**src/rtl/pwb_pkg.sv**
```systemverilog
package pwb_pkg;
  typedef enum logic [1:0] {
    ST_IDLE   = 2'd0,
    ST_ARMED  = 2'd1,
    ST_COMMIT = 2'd2
  } pwb_state_e;
endpackage

```
**src/rtl/pwb_buffer.sv**
```systemverilog
module pwb_buffer #(
  parameter int DATA_W = 8,
  parameter int DEPTH  = 16,
  localparam int IDX_W = $clog2(DEPTH)
) (
  input  logic              clk,
  input  logic              rst,
  input  logic              wr_en,
  input  logic [IDX_W-1:0]  wr_idx,
  input  logic [DATA_W-1:0] wr_data,
  input  logic              clr,
  input  logic [IDX_W-1:0]  rd_idx,
  output logic [DATA_W-1:0] rd_data,
  output logic [DEPTH-1:0]  valid_vec
);
  logic [DATA_W-1:0] mem [DEPTH];

  // plain synchronous write / registered read: maps onto distributed or block RAM
  always_ff @(posedge clk) begin
    if (wr_en) mem[wr_idx] <= wr_data;
    rd_data <= mem[rd_idx];
  end

  for (genvar g = 0; g < DEPTH; g++) begin : g_flag
    always_ff @(posedge clk) begin
      if (rst || clr)
        valid_vec[g] <= 1'b0;
      else if (wr_en && (wr_idx == IDX_W'(g)))
        valid_vec[g] <= 1'b1;
    end
  end
endmodule

```
**src/rtl/pwb_timer.sv**
```systemverilog
module pwb_timer #(
  parameter int TICKS = 10,
  localparam int CNT_W = $clog2(TICKS + 1)
) (
  input  logic             clk,
  input  logic             rst,
  input  logic             run,
  input  logic             tick,
  output logic [CNT_W-1:0] cnt,
  output logic             reached
);
  assign reached = (cnt == CNT_W'(TICKS));

  always_ff @(posedge clk) begin
    if (rst || !run)
      cnt <= '0;
    else if (tick && !reached)
      cnt <= cnt + 1'b1;
  end
endmodule

```
**src/rtl/pwb_ctrl.sv**
```systemverilog
module pwb_ctrl
  import pwb_pkg::*;
#(
  parameter int ADDR_W = 11,
  parameter int DEPTH  = 16,
  localparam int IDX_W = $clog2(DEPTH),
  localparam int ROW_W = ADDR_W - IDX_W
) (
  input  logic              clk,
  input  logic              rst,
  input  logic              start_stb,
  input  logic              addr_ld,
  input  logic [ADDR_W-1:0] addr_in,
  input  logic              byte_stb,
  input  logic              stop_stb,
  input  logic              wp,
  input  logic [DEPTH-1:0]  valid_vec,
  input  logic              reached,
  output logic              buf_wr_en,
  output logic [IDX_W-1:0]  buf_wr_idx,
  output logic              buf_clr,
  output logic [IDX_W-1:0]  rd_idx,
  output logic              timer_run,
  output logic              armed,
  output logic              busy,
  output logic              arr_we,
  output logic [ADDR_W-1:0] arr_addr
);
  pwb_state_e       state, nxt;
  logic [ROW_W-1:0] row;
  logic [IDX_W-1:0] ptr;
  logic [IDX_W-1:0] scan_idx;
  logic             scan_act, scan_done, commit_go;
  logic             any_valid;

  assign any_valid  = |valid_vec;
  assign buf_wr_idx = ptr;
  assign rd_idx     = scan_idx;
  assign timer_run  = (state == ST_COMMIT);
  assign armed      = (state == ST_ARMED);

  always_comb begin
    nxt       = state;
    buf_wr_en = 1'b0;
    buf_clr   = 1'b0;
    commit_go = 1'b0;
    case (state)
      ST_IDLE: begin
        if (addr_ld) nxt = ST_ARMED;
      end
      ST_ARMED: begin
        if (start_stb) begin
          buf_clr = 1'b1;
          nxt     = ST_IDLE;
        end else begin
          buf_wr_en = byte_stb;
          if (stop_stb) begin
            if (wp || !(any_valid || byte_stb)) begin
              buf_clr = 1'b1;
              nxt     = ST_IDLE;
            end else begin
              commit_go = 1'b1;
              nxt       = ST_COMMIT;
            end
          end
        end
      end
      ST_COMMIT: begin
        if (scan_done && reached) begin
          buf_clr = 1'b1;
          nxt     = ST_IDLE;
        end
      end
      default: nxt = ST_IDLE;
    endcase
  end

  always_ff @(posedge clk) begin
    if (rst) begin
      state     <= ST_IDLE;
      busy      <= 1'b0;
      row       <= '0;
      ptr       <= '0;
      scan_idx  <= '0;
      scan_act  <= 1'b0;
      scan_done <= 1'b0;
      arr_we    <= 1'b0;
      arr_addr  <= '0;
    end else begin
      state <= nxt;
      busy  <= (nxt == ST_COMMIT);
      if (state == ST_IDLE && addr_ld) begin
        row <= addr_in[ADDR_W-1:IDX_W];
        ptr <= addr_in[IDX_W-1:0];
      end else if (buf_wr_en) begin
        ptr <= ptr + 1'b1;
      end
      if (commit_go) begin
        scan_idx  <= '0;
        scan_act  <= 1'b1;
        scan_done <= 1'b0;
        arr_we    <= 1'b0;
      end else if (scan_act) begin
        arr_we   <= valid_vec[scan_idx];
        arr_addr <= {row, scan_idx};
        scan_idx <= scan_idx + 1'b1;
        if (scan_idx == IDX_W'(DEPTH - 1)) begin
          scan_act  <= 1'b0;
          scan_done <= 1'b1;
        end
      end else begin
        arr_we <= 1'b0;
      end
    end
  end
endmodule

```
**src/rtl/page_write_buffer.sv**
```systemverilog
module page_write_buffer #(
  parameter int DATA_W     = 8,
  parameter int ADDR_W     = 11,
  parameter int PAGE_BYTES = 16,
  parameter int WR_TICKS   = 10
) (
  input  logic              clk,
  input  logic              rst,
  input  logic              start_stb,
  input  logic              addr_ld,
  input  logic [ADDR_W-1:0] addr_in,
  input  logic              byte_stb,
  input  logic [DATA_W-1:0] byte_in,
  input  logic              stop_stb,
  input  logic              wp,
  input  logic              tick,
  output logic              busy,
  output logic              arr_we,
  output logic [ADDR_W-1:0] arr_addr,
  output logic [DATA_W-1:0] arr_data
);
  localparam int IDX_W = $clog2(PAGE_BYTES);
  localparam int CNT_W = $clog2(WR_TICKS + 1);

  logic                  buf_wr_en, buf_clr, timer_run, reached, armed;
  logic [IDX_W-1:0]      buf_wr_idx, rd_idx;
  logic [PAGE_BYTES-1:0] valid_vec;
  logic [CNT_W-1:0]      tick_cnt;

  pwb_ctrl #(.ADDR_W(ADDR_W), .DEPTH(PAGE_BYTES)) u_ctrl (
    .clk(clk), .rst(rst), .start_stb(start_stb), .addr_ld(addr_ld),
    .addr_in(addr_in), .byte_stb(byte_stb), .stop_stb(stop_stb), .wp(wp),
    .valid_vec(valid_vec), .reached(reached), .buf_wr_en(buf_wr_en),
    .buf_wr_idx(buf_wr_idx), .buf_clr(buf_clr), .rd_idx(rd_idx),
    .timer_run(timer_run), .armed(armed), .busy(busy), .arr_we(arr_we),
    .arr_addr(arr_addr)
  );

  pwb_buffer #(.DATA_W(DATA_W), .DEPTH(PAGE_BYTES)) u_buf (
    .clk(clk), .rst(rst), .wr_en(buf_wr_en), .wr_idx(buf_wr_idx),
    .wr_data(byte_in), .clr(buf_clr), .rd_idx(rd_idx), .rd_data(arr_data),
    .valid_vec(valid_vec)
  );

  pwb_timer #(.TICKS(WR_TICKS)) u_timer (
    .clk(clk), .rst(rst), .run(timer_run), .tick(tick),
    .cnt(tick_cnt), .reached(reached)
  );
endmodule

```
**config.mk**
```make
export PLATFORM = sky130hd
export DESIGN_NAME = page_write_buffer
export DESIGN_NICKNAME = d
export VERILOG_FILES = /design/src/rtl/pwb_pkg.sv /design/src/rtl/pwb_buffer.sv /design/src/rtl/pwb_timer.sv /design/src/rtl/pwb_ctrl.sv /design/src/rtl/page_write_buffer.sv
export SDC_FILE = /design/constraint.sdc
export NUM_CORES = 1
export LEC_CHECK = 0
export BUFFER_PORTS_ARGS = -buffer_cell sky130_fd_sc_hd__buf_2
export CAP_MARGIN = 20
export CORE_MARGIN = 2
export CORE_UTILIZATION = 55
export CTS_BUF_LIST = sky130_fd_sc_hd__clkbuf_8
export DETAILED_ROUTE_END_ITERATION = 10
export GPL_ROUTABILITY_DRIVEN = 0
export PLACE_DENSITY = 0.84
export RECOVER_POWER = 25
export SLEW_MARGIN = 20
export SYNTH_ARGS = -nofsm -noshare
export SYNTH_HDL_FRONTEND = slang
export SYNTH_SLANG_ARGS = --single-unit
```
**constraint.sdc**
```tcl
create_clock -name clk -period 2.27 [get_ports clk]
set_input_delay 0.227 -clock clk [delete_from_list [all_inputs] [get_ports clk]]
set_output_delay 0.227 -clock clk [all_outputs]
set_load 0.005 [all_outputs]
```
==> run metrics <==
status finished clean; Die Span X 122 um; clk_lat worst skew 0.48 ns; worst hold start addr_in[2]; number of diodes 0; reported max-cap violation count 0; area of the mapped netlist 7640 um2; syn_nets 525; crit-path max FO 9; multiplexer share of the synthesized area 13.8%; first-pass GRT wire length 24400 um; DRT Pass-1 Iters 5; Seq/Total Area, Yosys 66.0%; CP Capture Type register; GRT Overall Usage 22.8%; worst hold path depth 3; number of flops mapped to enable cells by yosys 128; clock root buffer clkbuf_8; Final Hold Fails 0; Clock Path Buffers 2; Final setup viols 0; final setup TNS 0 ns; vias in the first global route 4475; antenna violations before repair 0; simple logic cell fraction of the synthesized area 8.33%; Reg-to-Reg Start u_ctrl.state[1]; Adder-Cell Fraction of Synth Area 1.80%; largest family of logic cells by synthesized area multiplexers; Tcrit/Tclk final 84.6%; final instance area 8650 um2; Static Leak 2.92 nW; DR iter-0 viols 436; share of cells above drive strength 1 26.3%; Final Critical Period 1.92 ns; count of unique library cells instantiated by Yosys 49; Clk pin slew, worst setup/hold paths 0.10 ns; IO Pins 48; post-route ant nets 0; Cell Area, Placed 8190 um2; post-CTS sizing 0; Initial Utilization 55.7%; CP required 2.68 ns; synthesis-stage register bit count 188; final worst setup slack 0.350 ns; H-tree levels 4; area leader, netlist edfxtp_1; Post-synth ARST share 0%; WHS Endpoint u_ctrl.buf_wr_idx[2]; Mapped Cells 487; final WL 16100 um; Layout Cells excl Fill 755; vias 4516; # Post-CTS Setup Buffers 0; RSZ-0062 raised after global routing false; largest net degree at the start of global routing 29; pre-CTS setup slack 0.374 ns; r2r setup slk 0.35 ns; Critical Path AT 2.32 ns; TritonCTS Buffers 17; clk_skew 0.0131 ns; global route overflow 0; Compound-Gate Fraction of Synth Area 6.73%; reg-to-reg critical path endpoint u_buf.valid_vec[2]; CTS tree built; share of the synthesized area in the top cell type 50.3%; hold buffer count at cts 6; Syn Area/Cell 15.7 um2; Startpoint Class register; count of synthesis-stage warnings from yosys 0; XOR/XNOR share of the synthesized area 0.917%; # rows 43; layout net count 600; Final Max Slew Viols 0; Port Buf Inserts 47; Routed wire per std cell 21.3 um; most frequent cell after synthesis edfxtp_1; clock sinks 188; R2R depth 7; drt drc 0; die area 14900 um2; maximum vdd drop 0.000515 V; Die Y 122 um; PD cells 719 nW/um2; Commonest cells post-synth edfxtp_1 (128), dfxtp_1 (60), a21oi_1 (33); vias per cell 5.98; FMAX 521 MHz; worst rel slew slack 46.6%; Placed Instances 717; Synth area leaders edfxtp_1 (50%), dfxtp_1 (16%), mux4_2 (8.5%), mux2i_1 (2.9%), mux4_1 (2.4%); worst slew pin tran 0.800 ns; area grow syn2layout 13.2%; WS Path Type reg2reg; post-DP HPWL 10000 um; Primary FF master, synth edfxtp_1; core area 13700 um2; hold crit path type in2reg
critical path: stages (launching register included):
cell	delay, ns
dfxtp_1	0.35
inv_1	0.09
ha_1	0.33
nand4b_1	0.27
nor3_1	0.23
buf_4	0.26
o21ai_0	0.14
a21oi_1	0.16
worst max path at each step:
stage / startpoint / endpoint / slack (ns) / depth (start not counted)
floorplan: u_ctrl.state[1] / u_buf.mem[3][0] / 0.36 / 4
global placement: u_ctrl.rd_idx[0] / u_buf.rd_data[0] / 0.44 / 5
detailed placement: u_ctrl.rd_idx[0] / u_buf.rd_data[7] / 0.37 / 5
CTS: u_ctrl.rd_idx[0] / u_buf.rd_data[7] / 0.35 / 5
global route: u_ctrl.rd_idx[0] / u_buf.rd_data[1] / 0.23 / 5
finish: u_ctrl.state[1] / u_buf.valid_vec[2] / 0.35 / 7
state kept, by name, summed over array words and instances, names as in the netlist:
| name | flops |
|---|---|
| u_ctrl.rd_idx | 4 |
| u_ctrl.scan_act | 1 |
| u_buf.mem | 128 |
| u_ctrl.state | 2 |
| u_ctrl.busy | 1 |
| u_timer.cnt | 4 |
| u_ctrl.arr_we | 1 |
| u_ctrl.arr_addr | 11 |
| u_ctrl.scan_done | 1 |
| u_ctrl.buf_wr_idx | 4 |
| u_buf.rd_data | 8 |
| u_buf.valid_vec | 16 |
| u_ctrl.row | 7 |
layout make-up:
class | instances | area [um2]
clock buffer | 17 | 234
clock inverter | 15 | 180
fill | 924 | 5070
inverter | 7 | 26.3
multi-input combinational | 265 | 2420
sequential | 188 | 5050
tap | 180 | 225
timing repair buffer | 83 | 526
kinds of logic after synthesis:
kind of cell / after synthesis
muxes: 58
DFF: 188
AOI/OAI and AO/OA: 76
buffers and inverters: 34
xor gates and xnor gates: 8
and+or+nand+nor: 112
adders and majority gates: 11
per-layer routing:
layer  global-route usage, %  routed length (um)  vias up
li1                        -                   -     2020
met1                    28.2                6180     2268
met2                    39.2                8520      197
met3                    4.78                1020       31
met4                    9.20                 336        0
met5                       0                   0        -
placed cells by master, fill, tap and decap left out, types with 2 or more instances in the layout:
cell type and n:
o21ba_2 2, dfxtp_1 59, nand4_1 2, and2_1 2, ha_1 11, clkinvlp_4 2
nand2b_1 25, nor2_1 22, inv_8 4, clkbuf_1 6, edfxtp_1 128, nor3_1 10
buf_2 41, xnor2_1 3, mux4_1 7, nor4_2 3, nand3_1 3, o21ai_0 17
mux2i_1 22, inv_6 3, nand3b_1 2, bufinv_16 2, nand2_1 21, a21oi_1 33
a211oi_2 8, dlygate4sd3_1 6, a211oi_1 6, nor2b_1 9, xor2_1 5, inv_1 8
clkbuf_8 17, nand4b_1 5, mux4_2 29, buf_4 29
metrics by stage:
stage	hold slack, ns	power (mW)	utilization (%)
6_report	0.0371	6.22	63.1
2_1_floorplan	0.326	3.92	-
3_5_place_dp	0.449	4.02	59.7
5_1_grt	0.0319	6.40	63.1
3_3_place_gp	0.444	4.00	59.7
4_1_cts	0.0285	6.24	63.1
power by group:
group          internal, mW  switching (mW)
Sequential             3.68          0.0271
Combinational        0.0996           0.145
Clock                  1.02            1.25
Total                  4.80            1.42
Power figures use the tool's default switching activity.
